**src/rtl/avgw_pkg.sv**
```systemverilog
package avgw_pkg;

  typedef enum logic [1:0] {
    CMP_OFF    = 2'b00,
    CMP_RSV    = 2'b01,
    CMP_FILTER = 2'b10,
    CMP_RETRY  = 2'b11
  } cmp_mode_e;

  typedef enum logic [1:0] {
    ST_IDLE,
    ST_SAMPLE,
    ST_WAIT,
    ST_EVAL
  } fsm_e;

  // Sample-phase length in clock cycles: 3 for code 0, else 2^code + 3.
  function automatic int unsigned stime_cycles(input int unsigned code);
    return (code == 0) ? 3 : ((32'd1 << code) + 32'd3);
  endfunction

endpackage

```
**src/rtl/avgw_sample_timer.sv**
```systemverilog
module avgw_sample_timer #(
  parameter int CODE_W = 3,
  parameter int CNT_W  = 8
) (
  input  logic              clk,
  input  logic              rst_n,
  input  logic              load,
  input  logic              stop,
  input  logic [CODE_W-1:0] code,
  output logic              active,
  output logic              last_cycle
);
  logic [CNT_W-1:0] cnt;

  always_ff @(posedge clk or negedge rst_n) begin
    if (!rst_n)        cnt <= '0;
    else if (stop)     cnt <= '0;
    else if (load)     cnt <= CNT_W'(avgw_pkg::stime_cycles(32'(code)));
    else if (cnt != 0) cnt <= cnt - 1'b1;
  end

  assign active     = (cnt != '0);
  assign last_cycle = (cnt == CNT_W'(1));

  // the phase counter steps down one per cycle until it expires
  a_r7_count_down: assert property (@(posedge clk) disable iff (!rst_n)
    active && !load && !stop |=> cnt == $past(cnt) - 1'b1);
  // a load that is not cancelled opens a sample phase
  a_r7_load_opens: assert property (@(posedge clk) disable iff (!rst_n)
    load && !stop |=> active);
endmodule

```
**src/rtl/avgw_accum.sv**
```systemverilog
module avgw_accum #(
  parameter int DATA_W = 16,
  parameter int CODE_W = 3,
  localparam int MAX_LOG = (1 << CODE_W) - 1,
  localparam int ACC_W   = DATA_W + MAX_LOG,
  localparam int IT_W    = MAX_LOG + 1
) (
  input  logic              clk,
  input  logic              rst_n,
  input  logic              clr,
  input  logic              add_en,
  input  logic [DATA_W-1:0] din,
  input  logic [CODE_W-1:0] code,
  output logic              is_last,
  output logic [DATA_W-1:0] avg_out
);
  logic [ACC_W-1:0] acc;
  logic [IT_W-1:0]  iter;
  logic [IT_W-1:0]  limit;

  function automatic logic [DATA_W-1:0] shift_avg(input logic [ACC_W-1:0] sum,
                                                  input logic [CODE_W-1:0] n);
    logic [ACC_W-1:0] sh;
    sh = sum >> n;
    return sh[DATA_W-1:0];
  endfunction

  assign limit   = (IT_W'(1) << code) - IT_W'(1);
  assign is_last = (iter == limit);
  assign avg_out = shift_avg(acc, code);

  always_ff @(posedge clk or negedge rst_n) begin
    if (!rst_n) begin
      acc  <= '0;
      iter <= '0;
    end else if (clr) begin
      acc  <= '0;
      iter <= '0;
    end else if (add_en) begin
      acc <= acc + ACC_W'(din);
      if (!is_last) iter <= iter + 1'b1;
    end
  end

  // adding never wraps the accumulator
  a_r2_acc_grows: assert property (@(posedge clk) disable iff (!rst_n)
    add_en && !clr |=> acc >= $past(acc));
  // the iteration index never passes the last of the 2^n conversions
  a_r1_iter_bound: assert property (@(posedge clk) disable iff (!rst_n)
    iter <= limit);
endmodule

```
**src/rtl/avgw_window.sv**
```systemverilog
module avgw_window #(
  parameter int DATA_W = 16
) (
  input  logic [DATA_W-1:0] value,
  input  logic [DATA_W-1:0] lo,
  input  logic [DATA_W-1:0] hi,
  output logic              hit
);
  function automatic logic in_window(input logic [DATA_W-1:0] v,
                                     input logic [DATA_W-1:0] l,
                                     input logic [DATA_W-1:0] h);
    return (v >= l) && (v <= h);
  endfunction

  assign hit = in_window(value, lo, hi);
endmodule

```
**src/rtl/avg_window_unit.sv**
```systemverilog
module avg_window_unit #(
  parameter int DATA_W  = 16,
  parameter int AVG_W   = 3,
  parameter int STIME_W = 3,
  parameter int TCNT_W  = 8
) (
  input  logic               clk,
  input  logic               rst_n,
  input  logic               start,
  input  logic               abort,
  input  logic [AVG_W-1:0]   avg_code,
  input  logic [STIME_W-1:0] stime_code,
  input  logic [1:0]         cmp_mode,
  input  logic [DATA_W-1:0]  lim_lo,
  input  logic [DATA_W-1:0]  lim_hi,
  input  logic               conv_done,
  input  logic [DATA_W-1:0]  conv_data,
  output logic               sample_phase,
  output logic               store_vld,
  output logic [DATA_W-1:0]  store_data,
  output logic               reacq_req,
  output logic               cmd_done
);
  import avgw_pkg::*;

  fsm_e               state;
  logic [AVG_W-1:0]   avg_q;
  logic [STIME_W-1:0] st_q;
  cmp_mode_e          mode_q;
  logic [DATA_W-1:0]  lo_q, hi_q;

  // named internal events
  logic start_ok, accept, next_iter, retry_go, do_store, finish;
  logic tmr_load, tmr_last, acc_clr, is_last, hit;
  logic [STIME_W-1:0] tmr_code;
  logic [DATA_W-1:0]  result;

  assign start_ok  = start && (state == ST_IDLE) && !abort;
  assign accept    = (state == ST_WAIT) && conv_done && !abort;
  assign next_iter = accept && !is_last;
  assign retry_go  = (state == ST_EVAL) && (mode_q == CMP_RETRY) && !hit;
  assign do_store  = (state == ST_EVAL) && (!mode_q[1] || hit);
  assign finish    = (state == ST_EVAL) && !retry_go;
  assign tmr_load  = start_ok || next_iter || retry_go;
  assign tmr_code  = start_ok ? stime_code : st_q;
  assign acc_clr   = abort || start_ok || retry_go;

  avgw_sample_timer #(.CODE_W(STIME_W), .CNT_W(TCNT_W)) u_timer (
    .clk(clk), .rst_n(rst_n), .load(tmr_load), .stop(abort),
    .code(tmr_code), .active(sample_phase), .last_cycle(tmr_last));

  avgw_accum #(.DATA_W(DATA_W), .CODE_W(AVG_W)) u_accum (
    .clk(clk), .rst_n(rst_n), .clr(acc_clr), .add_en(accept),
    .din(conv_data), .code(avg_q), .is_last(is_last), .avg_out(result));

  avgw_window #(.DATA_W(DATA_W)) u_window (
    .value(result), .lo(lo_q), .hi(hi_q), .hit(hit));

  always_ff @(posedge clk or negedge rst_n) begin
    if (!rst_n) begin
      avg_q  <= '0;
      st_q   <= '0;
      mode_q <= CMP_OFF;
      lo_q   <= '0;
      hi_q   <= '0;
    end else if (start_ok) begin
      avg_q  <= avg_code;
      st_q   <= stime_code;
      mode_q <= cmp_mode_e'(cmp_mode);
      lo_q   <= lim_lo;
      hi_q   <= lim_hi;
    end
  end

  always_ff @(posedge clk or negedge rst_n) begin
    if (!rst_n) state <= ST_IDLE;
    else if (abort) state <= ST_IDLE;
    else begin
      unique case (state)
        ST_IDLE:   if (start_ok) state <= ST_SAMPLE;
        ST_SAMPLE: if (tmr_last) state <= ST_WAIT;
        ST_WAIT:   if (accept) state <= is_last ? ST_EVAL : ST_SAMPLE;
        ST_EVAL:   state <= retry_go ? ST_SAMPLE : ST_IDLE;
        default:   state <= ST_IDLE;
      endcase
    end
  end

  always_ff @(posedge clk or negedge rst_n) begin
    if (!rst_n) begin
      store_vld  <= 1'b0;
      store_data <= '0;
      reacq_req  <= 1'b0;
      cmd_done   <= 1'b0;
    end else begin
      store_vld <= do_store && !abort;
      reacq_req <= retry_go && !abort;
      cmd_done  <= finish && !abort;
      if (do_store && !abort) store_data <= result;
    end
  end

  // a store in a comparing mode always lies inside the window
  a_r4_store_in_window: assert property (@(posedge clk) disable iff (!rst_n)
    store_vld && mode_q[1] |-> (store_data >= lo_q) && (store_data <= hi_q));
  // a retry request excludes storing and finishing
  a_r5_retry_exclusive: assert property (@(posedge clk) disable iff (!rst_n)
    reacq_req |-> !store_vld && !cmd_done);
  // with compare off, finishing always comes with a store
  a_r3_done_with_store: assert property (@(posedge clk) disable iff (!rst_n)
    cmd_done && !mode_q[1] |-> store_vld);
  // abort silences every output on the following cycle
  a_r8_abort_quiet: assert property (@(posedge clk) disable iff (!rst_n)
    abort |=> !sample_phase && !store_vld && !cmd_done && !reacq_req);
endmodule

```
**config.mk**
```make
export PLATFORM = sky130hd
export DESIGN_NAME = avg_window_unit
export DESIGN_NICKNAME = d
export VERILOG_FILES = /design/src/rtl/avgw_pkg.sv /design/src/rtl/avgw_sample_timer.sv /design/src/rtl/avgw_accum.sv /design/src/rtl/avgw_window.sv /design/src/rtl/avg_window_unit.sv
export SDC_FILE = /design/constraint.sdc
export NUM_CORES = 1
export LEC_CHECK = 0
export ABC_AREA = 0
export ABC_CLOCK_PERIOD_IN_PS = 4800
export BUFFER_PORTS_ARGS = -buffer_cell sky130_fd_sc_hd__buf_2
export CAP_MARGIN = 15
export CORE_ASPECT_RATIO = 0.8
export CORE_MARGIN = 5
export CORE_UTILIZATION = 51
export DETAILED_ROUTE_END_ITERATION = 6
export PLACE_DENSITY = 0.71
export SLEW_MARGIN = 0
export SYNTH_ARGS = -nofsm -noshare
export SYNTH_HDL_FRONTEND = slang
export SYNTH_HIERARCHICAL = 1
export SYNTH_SLANG_ARGS = --single-unit
export TNS_END_PERCENT = 30
```
**constraint.sdc**
```tcl
create_clock -name clk -period 4.8 [get_ports clk]
set_input_delay 0.72 -clock clk [delete_from_list [all_inputs] [get_ports clk]]
set_output_delay 0.72 -clock clk [all_outputs]
set_load 0.05 [all_outputs]
```
# After elaboration in Yosys (flattened, before gate mapping)
# Index checks and enable logic that the tools add are counted.
# classes
n_mul	0
n_reduce_logical	30
n_eq_ne	10
shift	3
add_sub_neg	5
n_div	0
muxes	17
n_bitwise	0
magnitude_cmp	2
# op_table
cell	count
$mux W8	7
$mux W23	2
$add A23 B16 Y23	1
$shr A23 B3 Y16	1
$ge A16 B16 Y1	1
$le A16 B16 Y1	1
$shl A1 B3 Y8 const A	2
$logic_and A1 B1 Y1	13
$mux W2	5
$ne A3 B3 Y1 const B	3
$add A8 B1 Y8 const B	1
$add A8 B2 Y8 const B	1
$eq A8 B1 Y1 const B	1
$eq A8 B8 Y1	1
$pmux W2 S4	1
$reduce_bool A8 Y1	1
$sub A8 B1 Y8 const B	1
$sub A8 B2 Y8 const B	1
$eq A2 B2 Y1 const B	3
$logic_not A1 Y1	5
$logic_or A1 B1 Y1	5
$logic_not A3 Y1	1
$mux W3	1
$reduce_and A3 Y1	1
7 further kinds	7
# totals
mem_count	0
ramBits	0
ff_bits	100
output_inout_bits	20
in_bits	61
mem_bits_ro	0
latchBits	0

# Depth between registers and ports, before layout
# Gate-level depths: netlist of run 1.
# logic_depth
ltp_word	9
ltp_mapped	22
ltp_nobuf	20

# By module
# Netlist of run 1, hierarchy kept.
# by_module_without_submodules
mod	n_inst	area_each_um2	cells_per_inst	seq_area_each_um2
avgw_accum	1	3210.6	381	775.7
avg_window_unit	1	2567.5	148	1526.5
avgw_window	1	807.0	110	0.0
avgw_sample_timer	1	541.8	58	200.2

# Worst setup path after synthesis of run 1
# No wires, ideal clock.
# synth_path
path_kind	flip-flop to flip-flop
start	register avg_q[1]
end	register u_accum.acc[20]
period_less_slack_ps	4414
arrival_ps	4289
path_buffers	3
path_stages_with_launch	23
path_slack_ps	386
cell_sequence	dfrtp_1 > buf_4 > buf_2 > buf_1 > mux2i_1 > nand2_1 > o21ai_0 > mux2i_1 > ha_1 > a21oi_1 > o21ai_0 > a221oi_1 > o211a_1 > o32a_1 > and3b_1 > nand3_1 > nand2_1 > o21ai_0 > o31a_1 > o21ai_0 > and2_1 > a31oi_1 > mux2_2
# synth_via
elab_chain_cells	7
elab_cells_between_ends	9
# synth_rtl
element	line_no	text
start, declared	avg_window_unit.sv:27	logic [AVG_W-1:0] avg_q;
start signal, assigned	avg_window_unit.sv:67	avg_q <= avg_code;
$shr A23 B3 Y16 *	avgw_accum.sv:24	sh = sum >> n;
via result[7]	avg_window_unit.sv:36	logic [DATA_W-1:0] result;
$ge A16 B16 Y1 or $le A16 B16 Y1 (tied branches)	avgw_window.sv:12	return (v >= l) && (v <= h);
$logic_and A1 B1 Y1 *	avgw_window.sv:12	
via hit	avg_window_unit.sv:34	logic tmr_load, tmr_last, acc_clr, is_last, hit;
$logic_not A1 Y1 *	avg_window_unit.sv:41	assign retry_go = (state == ST_EVAL) && (mode_q == CMP_RETRY) && !hit;
$logic_and A1 B1 Y1 *	avg_window_unit.sv:41	
$logic_or A1 B1 Y1 *	avg_window_unit.sv:46	assign acc_clr = abort || start_ok || retry_go;
via acc_clr	avg_window_unit.sv:34	
$mux W23 or $reduce_bool A2 Y1 (tied branches)	n/a	
end signal, assigned	avgw_accum.sv:40	acc <= acc + ACC_W'(din);
end, declared	avgw_accum.sv:17	logic [ACC_W-1:0] acc;
# The timed path passes the listed nets; every way through them passes the cells marked *.
# A chain may end at the register's enable or synchronous reset.

# Final worst setup path of run 1
# Ends and elaborated chain as after synthesis.

==> flow_summary_export.csv, run 1 <==
group,metric,value,unit
synthesis,synth_simple_gate_area_share,15.50,%
global_route,grt_pass1_vias,5619,
global_route,grt_start_max_net_pins,64,
layout,diodes,0,
layout,syn2layout_area_growth,12.01,%
synthesis,synth_area_leaders,"dfrtp_1 35%, ha_1 9.1%, mux2_4 8.4%, mux2_2 4.9%, a21oi_1 3.1%",
die,fp.dieW,142.2,um
critical_path,critPathKind,"reg2reg",
clock_network,cts_hold_buf,0,
layout,final_cells,956,
synthesis,avgSynthCellArea,10.23,um^2
die,coreArea,13650,um^2
layout,multiInputGateArea,4265,um^2
clock_network,clkSinkCount,100,
synthesis,synth_compound_area_share,14.76,%
clock_network,cts_max_level,3,
drt,wl,17420,um
sta,whs,453.0,ps
critical_path,crit_start,"avg_q[1]",
critical_path,timing.critical_path.mode_cell,"o21ai_0",
critical_path,slowest_stage,"mux2_2",
critical_path,crit_arrival,4720,ps
synthesis,seq_area_frac_synth,35.11,%
drt,ant_nets,0,
synthesis,async_flop_share,100.0,%
drt,wire_per_inst,18.22,um
drt,drc,0,
drt,vias,5578,
synthesis,synthXorXnorAreaFrac,2.089,%
layout,seqCellArea,2502,um^2
critical_path,cp_max_fo,17,
synthesis,syn_nets,811,
clock_network,root_buffer,"clkbuf_16",
die,initial_core_util,52.23,%
synthesis,synth_fa_ha_area_share,9.410,%
clock_network,clock_path_buffers,2,
global_route,grt_pass1_wl,28790,um
synthesis,yosys_warnings,6,
power_and_ir_drop,powerDensity,401.2,nW/um^2
layout,final_net_count,885,
place,portBuffers,80,
place,routabilityCongestion,0.8664,
sta,min_period,4473,ps
outcome,outcome,"finished clean",
synthesis,ys_ff_latch,100,
synthesis,synth_top_area_cell,"dfrtp_1",
die,rows,38,
critical_path,critPathCaptureType,"flip-flop",
drt,first_pass_iters,5,
clock_network,cts_tree,"done",
sta,finClkSkew,6.033,ps
hold_path,hold_path_class,"in2async",
synthesis,synthesis.area,7127,um^2
synthesis,synth-edff-count,0,
global_route,grt.overflow.total,0,
layout,fill_cells,1176,
die,die_area,16450,um^2
power_and_ir_drop,peakVddDrop,326.7,uV
synthesis,synth_commonest_cells,"100 x dfrtp_1, 52 x ha_1, 50 x inv_1, 50 x nand2_1, 44 x a21oi_1",
synthesis,synth_top_family_by_area,"multiplexers",
drt,drtIter0Drc,331,
clock_network,cts-buffers-inserted,9,
clock_network,clk_latency,360,ps
synthesis,syn_inst,697,
sta,maxSlewViolCount,0,
critical_path,crit_path_max_incr_delay,380,ps
drt,via_per_inst,5.835,
synthesis,synth_cell_types,83,
die,fp.dieH,115.7,um
place,detailed_place_hpwl,13190,um
job,cap_violations,0,
critical_path,crit_chain,"buf_6 > mux2_2 > o21ai_0 > mux2i_1 > ha_1 > a21oi_1 > nand2_1 > a221oi_1 > o211a_1 > o32a_1 > and3b_1 > nand3_1 > nand2_1 > o21ai_0 > o31a_1 > o21ai_0 > and2_1 > a31oi_1 > mux2_2",
power_and_ir_drop,p_leak,3.948,nW
synthesis,synthFlopType,"dfrtp_1",
sta,setup-violations-final,0,
critical_path,cp.required,5040,ps
place,placed_cells_incl_taps,939,
sta,max_slew_margin,42.69,%
global_route,grt_antenna_before_repair,0,
sta,finalCritPeriodShare,93.19,%
synthesis,yosysMostFrequentCell,"dfrtp_1",
synthesis,synthMuxAreaShare,18.03,%
layout,drive_gt1_share,27.32,%
die,ios,81,
sta,fmax,0.2236,GHz
sta,finalHoldViolCount,0,
global_route,track_usage,21.83,%
clock_network,clk_pin_slew,70,ps
critical_path,start_kind,"flip-flop",
critical_path,reg2reg_from,"avg_q[1]",
synthesis,netlist.area_leader.share,35.11,%
sta,worst_pin_slew,859.6,ps
registers in the layout, summed over array words and instances, names as in the netlist:
name          count
u_accum/acc      23
hi_q             16
st_q              3
state             2
u_timer/cnt       8
cmd_done          1
u_accum/iter      8
lo_q             16
mode_q            2
store_vld         1
avg_q             3
store_data       16
reacq_req         1
area by class of cell:
cell class,instances,share of cell area [%]
sequential,100,31.35
clock buffer,9,2.821
inverter,52,2.476
clock inverter,7,1.066
timing repair buffer,90,6.034
tap,180,2.821
multi-input combinational,518,53.43
worst max-delay path: cells and delay by family, from the launching register on:
family / cells / cell delay (ps)
flops: 1 / 360
fa+ha+maj: 1 / 380
buf+inv: 1 / 200
mux: 3 / 930
simple gates: 5 / 760
compound gates: 9 / 1720
report_power, final:
part / internal, mW / total (mW) / switching (mW)
Sequential: 0.987 / 1.12 / 0.134
Clock: 0.414 / 0.767 / 0.353
Combinational: 0.588 / 1.31 / 0.727
Total: 1.99 / 3.20 / 1.21
through the flow:
step / TNS [ps] / utilization, % / cell area [um^2] / setup slack, ps / total power, mW
global route: -10.64 / 58.50 / 7983 / -10.64 / 3.420
detailed placement: 0 / 56.12 / 7657 / 185.1 / 2.428
global placement: 0 / 56.12 / 7657 / 375.5 / 2.370
finish: 0 / 58.50 / 7983 / 326.8 / 3.203
floorplan: 0 / - / 7127 / 386.1 / 2.119
CTS: 0 / 58.39 / 7968 / 159.0 / 3.207
logic make-up (layout without fill, tap and decap cells):
kind of cell,count (synthesis),in the layout
xor gates and xnor gates,17,17
AOI/OAI and AO/OA,156,156
adders and majority gates,53,53
muxes,97,97
DFF,100,100
and+or+nand+nor,195,195
buffers and inverters,79,158
repair_timing:
action                     4_1_cts  5_1_grt
setup endpoints to repair        0        1
resized for setup                0        4
buffers inserted                 0        1
worst paths after layout:
check / end / slack [ps] / cells after the start
max: u_accum/acc[20] / 330 / 19
min: store_vld / 450 / 1
max reg2reg: u_accum/acc[20] / 330 / 19
min reg2reg: store_data[0] / 510 / 1
max in group asynchronous: store_data[13] / 3320 / 2
min in group clk: store_data[0] / 510 / 1
layer usage:
layer / global-route usage [%] / up-vias / wire [um]
met4: 5.243 / 0 / 195
li1: - / 2690 / -
met1: 30.29 / 2703 / 8167
met3: 5.239 / 21 / 1021
met5: 0 / - / 0
met2: 34.83 / 164 / 8039
cell usage in the layout, fill, tap and decap left out, types with 4 or more instances in the layout:
cell type  instances
nand3_1           15
o31ai_1            5
buf_4             10
mux2_2            31
and3_1             5
nor3_1            12
or3_1              7
dfrtp_1          100
xor2_1             5
o211ai_1           6
nand2b_1           5
inv_1             50
nand2_1           50
mux2i_1           20
a21oi_1           44
a21o_1            14
mux4_2             6
a211oi_1           4
mux2_4            40
nand4_1            6
ha_1              52
nor2_1            43
a32o_1             4
buf_2             79
xnor2_1           12
a31oi_1            6
o21ai_0           30
o21a_1             7
nor2b_1           14
clkbuf_16          9
(Power assumes the default switching activity.)
==> inputs of run 2 (changes only) <==
--- a/config.mk
+++ b/config.mk
@@ -11,9 +11,9 @@
 export CAP_MARGIN = 15
 export CORE_ASPECT_RATIO = 0.8
 export CORE_MARGIN = 5
-export CORE_UTILIZATION = 51
+export CORE_UTILIZATION = 55
 export DETAILED_ROUTE_END_ITERATION = 6
-export PLACE_DENSITY = 0.71
+export PLACE_DENSITY = 0.76
 export SLEW_MARGIN = 0
 export SYNTH_ARGS = -nofsm -noshare
 export SYNTH_HDL_FRONTEND = slang
==> run 2 against run 1 <==
Die area fell by 6.7%. Combinational power barely moved. Critical path depth fell by 2. Clock skew rose by 1.4 ps. Highest routed layer unchanged.
==> flow_summary_export.csv, run 2 (synthesis gave the netlist of run 1 again) <==
group,metric,value,unit
drt,wl,16980,um
clock_network,clock_path_buffers,2,
clock_network,clk_latency,340,ps
layout,final_net_count,888,
sta,rsz0062_at_grt,"no",
drt,ant_nets,0,
die,fp.dieW,137.3,um
critical_path,crit_arrival,4800,ps
hold_path,hold_path_class,"in2async",
die,ios,81,
drt,drc,0,
sta,setup-violations-final,0,
clock_network,cts_tree,"done",
drt,drtIter0Drc,370,
power_and_ir_drop,power,3.208,mW
power_and_ir_drop,peakVddDrop,287.5,uV
global_route,grt_start_max_net_pins,53,
sta,finalCritPeriodShare,95.33,%
sta,finalHoldViolCount,0,
clock_network,clkSinkCount,100,
die,rows,37,
layout,finalInstanceArea,7985,um^2
place,routabilityCongestion,0.9179,
critical_path,r2r-end,"u_accum/acc[20]",
global_route,grt_pass1_wl,27860,um
die,initial_core_util,55.78,%
global_route,grt_pass1_vias,5645,
layout,postLayoutCoreUtil,62.50,%
job,cap_violations,0,
critical_path,cp_max_fo,17,
sta,maxSlewViolCount,0,
critical_path,reg2reg_from,"avg_q[1]",
sta,worst_pin_slew,751.8,ps
clock_network,cts-buffers-inserted,9,
layout,syn2layout_area_growth,12.04,%
clock_network,clk_pin_slew,70,ps
place,portBuffers,80,
clock_network,root_buffer,"clkbuf_16",
power_and_ir_drop,p_leak,3.959,nW
place,post_dp_cell_area,7666,um^2
critical_path,critPathCaptureType,"flip-flop",
place,placed_cells_incl_taps,936,
sta,max_slew_margin,49.88,%
sta,finClkSkew,7.465,ps
layout,largest_reg_flops,23,
sta,min_period,4576,ps
critical_path,rrSetupSlack,220,ps
layout,diodes,0,
critical_path,start_kind,"flip-flop",
critical_path,critPathKind,"reg2reg",
sta,whs,375.6,ps
drt,wire_per_inst,17.82,um
die,die_area,15350,um^2
clock_network,cts_max_level,3,
outcome,outcome,"finished clean",
die,fp.dieH,111.8,um
layout,final_cells,953,
global_route,grt_antenna_before_repair,0,
drt,vias,5640,
global_route,grt.overflow.total,0,
layout,max_flop_register,"u_accum/acc",
critical_path,cp.required,5020,ps
sta,finalSetupTns,0,ps
die,coreArea,12780,um^2
critical_path,r2r_cells,17,
power_and_ir_drop,powerDensity,401.7,nW/um^2
drt,first_pass_iters,5,
drt,via_per_inst,5.918,
sta,fmax,0.2185,GHz
layout,mostFrequentLayoutCells,"99 x dfrtp_1, 79 x buf_2, 52 x ha_1, 50 x nand2_1, 50 x inv_1",
sta,setup_slack,224.0,ps
layout,drive_gt1_share,27.38,%
place,detailed_place_hpwl,12800,um
global_route,track_usage,22.40,%
layout,fill_cells,1049,
place,preCtsSetupSlack,36.96,ps
layout,final_common_cell,"dfrtp_1",
## run 2: repair_timing
action	4_1_cts	5_1_grt
resized for setup	0	3
hold buffers	0	0
setup buffers	0	2
endpoints found under the setup margin	0	7
## run 2: worst max path at each step
stage	startpoint	end	slack, ps	cells past startpoint
5_1_grt	avg_q[1]	u_accum/acc[20]	10	20
4_1_cts	avg_q[1]	u_accum/acc[20]	10	18
3_3_place_gp	avg_q[1]	u_accum/acc[20]	290	17
3_5_place_dp	avg_q[1]	u_accum/acc[20]	40	17
2_1_floorplan	avg_q[1]	u_accum/acc[20]	390	22
6_report	avg_q[1]	u_accum/acc[20]	220	17
## run 2: critical path, cell delays in order (launching register included)
cell and delay (ps):
dfrtp_2 500, buf_4 280, mux2_2 370, mux4_2 510, ha_1 370, nand4_4 120, a2111o_1 360, o211a_1 130
o32a_1 200, and3b_1 300, nand3_1 130, nand2_1 170, o21ai_1 130, o31a_1 260, o21ai_0 120, and2_1 180
a31oi_1 40, mux2_2 280
## run 2: layout make-up
cell class                 count  area, um^2  share of cell area [%]
inverter                      52       197.7                   2.476
multi-input combinational    518        4262                   53.37
clock inverter                 3       46.29                  0.5798
clock buffer                  12       256.5                   3.212
sequential                   100        2504                   31.35
tap                          175       219.0                   2.742
timing repair buffer          93       500.5                   6.268
## run 2: routing by layer
layer | part of all wire, % | up-vias | GRT usage [%] | routed length, um
li1 | - | 2704 | - | -
met1 | 47 | 2750 | 31.67 | 7991
met2 | 46 | 152 | 35.22 | 7890
met3 | 4.7 | 34 | 4.743 | 791
met4 | 1.8 | 0 | 5.519 | 306
met5 | 0 | - | 0 | 0
## run 2: power breakdown
part	total (mW)	internal (mW)	leakage, nW	switching (mW)
Sequential	1.13	0.988	1.30	0.146
Combinational	1.33	0.599	2.52	0.733
Clock	0.742	0.431	0.145	0.311
Total	3.21	2.02	3.96	1.19
==> inputs of run 3 (changes only) <==
--- a/config.mk
+++ b/config.mk
@@ -6,17 +6,16 @@
 export NUM_CORES = 1
 export LEC_CHECK = 0
 export ABC_AREA = 0
-export ABC_CLOCK_PERIOD_IN_PS = 4800
+export ABC_CLOCK_PERIOD_IN_PS = 4000
 export BUFFER_PORTS_ARGS = -buffer_cell sky130_fd_sc_hd__buf_2
 export CAP_MARGIN = 15
 export CORE_ASPECT_RATIO = 0.8
 export CORE_MARGIN = 5
-export CORE_UTILIZATION = 55
+export CORE_UTILIZATION = 54
 export DETAILED_ROUTE_END_ITERATION = 6
-export PLACE_DENSITY = 0.76
+export PLACE_DENSITY = 0.77
 export SLEW_MARGIN = 0
 export SYNTH_ARGS = -nofsm -noshare
 export SYNTH_HDL_FRONTEND = slang
 export SYNTH_HIERARCHICAL = 1
 export SYNTH_SLANG_ARGS = --single-unit
-export TNS_END_PERCENT = 30
==> constraint.sdc (replaced) <==
create_clock -name clk -period 4 [get_ports clk]
set_input_delay 0.6 -clock clk [delete_from_list [all_inputs] [get_ports clk]]
set_output_delay 0.6 -clock clk [all_outputs]
set_load 0.05 [all_outputs]
==> run 3 against run 2 <==
The run now ends with setup timing left. Critical path depth is 3 higher. Combinational power is 54% higher. Non-clock buffer count is 72 higher. Flip-flop and latch count stayed put. Clock-buffer cell count is 1 lower. Routed wire length is 14% higher. Design area is 12% higher. Clock power is 32% higher. Largest cell class unchanged.
==> flow_summary_export.csv, run 3 (synthesis gave the netlist of run 1 again) <==
group,metric,value,unit
job,cap_violations,0,
layout,diodes,0,
clock_network,clock_path_buffers,2,
critical_path,critPathCaptureType,"flip-flop",
die,fp.dieH,112.8,um
critical_path,crit_path_max_incr_delay,520,ps
die,coreArea,12920,um^2
drt,drtIter0Drc,496,
drt,via_per_inst,5.942,
outcome,outcome,"finished with violations",
global_route,track_usage,24.14,%
power_and_ir_drop,p_leak,4.417,nW
drt,wire_per_inst,18.79,um
sta,finalCritPeriodShare,110.1,%
global_route,grt_pass1_vias,6197,
layout,mostFrequentLayoutCells,"99 x dfrtp_1, 79 x buf_2, 68 x buf_4, 49 x nand2_1, 48 x inv_1",
clock_network,clk_pin_slew,70,ps
outcome,violations,"setup timing",
global_route,grt_pass1_wl,31230,um
die,rows,37,
drt,first_pass_iters,5,
drt,drc,0,
layout,final_common_cell,"dfrtp_1",
power_and_ir_drop,power,4.394,mW
sta,fmax,0.2271,GHz
layout,final_net_count,960,
critical_path,crit_buf_inv,4,
sta,worst_pin_slew,971.5,ps
drt,wl,19280,um
place,routabilityCongestion,0.9187,
critical_path,cpLargestDelayFamily,"compound AO/OA/AOI/OAI gates",
sta,max_slew_margin,34.96,%
critical_path,crit_chain,"buf_12 > buf_4 > mux2i_2 > inv_1 > mux4_2 > buf_6 > ha_4 > nand4_4 > a2111o_1 > o211a_1 > o32a_1 > and3b_2 > nand3_4 > nand2_4 > o21ai_4 > o31a_1 > o21ai_2 > and2_1 > a31oi_1 > mux2_2",
sta,setup-violations-final,29,
layout,drive_gt1_share,39.01,%
die,die_area,15610,um^2
sta,setup_slack,-404.1,ps
die,ios,81,
critical_path,critPathKind,"reg2reg",
critical_path,crit_arrival,4640,ps
critical_path,cp_max_fo,4,
critical_path,slowest_stage,"mux4_2",
layout,largest_reg_flops,23,
clock_network,clkSinkCount,100,
layout,syn2layout_area_growth,26.04,%
clock_network,cts_hold_buf,0,
sta,min_period,4404,ps
drt,vias,6096,
place,detailed_place_hpwl,13790,um
global_route,grt.overflow.total,0,
clock_network,root_buffer,"clkbuf_16",
critical_path,start_kind,"flip-flop",
drt,ant_nets,0,
sta,finalHoldViolCount,0,
die,initial_core_util,55.18,%
clock_network,cts_tree,"done",
clock_network,clk_latency,350,ps
power_and_ir_drop,peakVddDrop,375.7,uV
critical_path,cp.required,4240,ps
critical_path,crit_start,"avg_q[1]",
sta,finClkSkew,4.289,ps
layout,max_flop_register,"u_accum/acc",
hold_path,hold_path_class,"in2async",
die,fp.dieW,138.4,um
sta,rsz0062_at_grt,"yes",
layout,postLayoutCoreUtil,69.54,%
clock_network,cts_max_level,3,
sta,finalSetupTns,-4393,ps
layout,fill_cells,904,
clock_network,cts-buffers-inserted,9,
place,portBuffers,80,
global_route,grt_antenna_before_repair,0,
sta,maxSlewViolCount,0,
critical_path,reg2reg_from,"avg_q[1]",
global_route,grt_start_max_net_pins,75,
power_and_ir_drop,powerDensity,489.2,nW/um^2
-- run 3: cell types whose count changed in the layout (fill, tap and decap cells not counted), sizes merged --
cell	before	now
buf	93	164
bufinv	1	2
clkinv	1	2
clkinvlp	1	0
inv	52	53
-- run 3: report_power, final --
group	switching [mW]	total (mW)	leakage, nW	internal (mW)
registers	0.178	1.36	1.30	1.19
logic	1.06	2.05	2.95	0.993
clock network	0.396	0.981	0.166	0.585
total	1.63	4.39	4.42	2.76
-- run 3: final timing paths --
path,endpoint,cells past startpoint,slack [ps]
worst max-delay path,u_accum/acc[20],20,-400
worst min-delay path,u_accum/acc[1],1,390
worst max register to register,u_accum/acc[20],20,-400
worst min register to register,hi_q[7],1,510
max in group asynchronous,lo_q[5],2,2660
min in group clk,lo_q[13],2,480
-- run 3: layout make-up --
cell class,instances,area [um^2],area share (%)
sequential,100,2504,27.87
multi-input combinational,518,4548,50.63
tap,175,219.0,2.438
inverter,52,197.7,2.201
clock buffer,11,252.7,2.814
timing repair buffer,165,1179,13.12
clock inverter,5,82.58,0.9193
-- run 3: through the flow --
stage	instances	cell area, um^2	hold slack (ps)	setup WS [ps]
finish	1026	8982	390.6	-404.1
global route	1026	8982	472.8	-557.8
CTS	1014	8628	429.2	-150.6
detailed placement	993	8148	498.1	-488.1
global placement	993	8148	486.3	-269.2
floorplan	697	7161	304.4	17.25
-- run 3: per-layer routing --
layer	share of wire, %	up-vias	global-route usage, %
met5	0	-	0
met4	1.3	0	5.991
met3	5.4	23	4.478
met2	50	201	41.29
met1	44	3017	32.01
li1	-	2855	-
-- run 3: what timing repair did --
action / 4_1_cts / 5_1_grt
buffers inserted: 5 / 12
pin swaps: 10 / 24
resized for setup: 32 / 61
gates cloned: 0 / 1
hold endpoints to repair: 0 / 0
endpoints found under the setup margin: 30 / 31
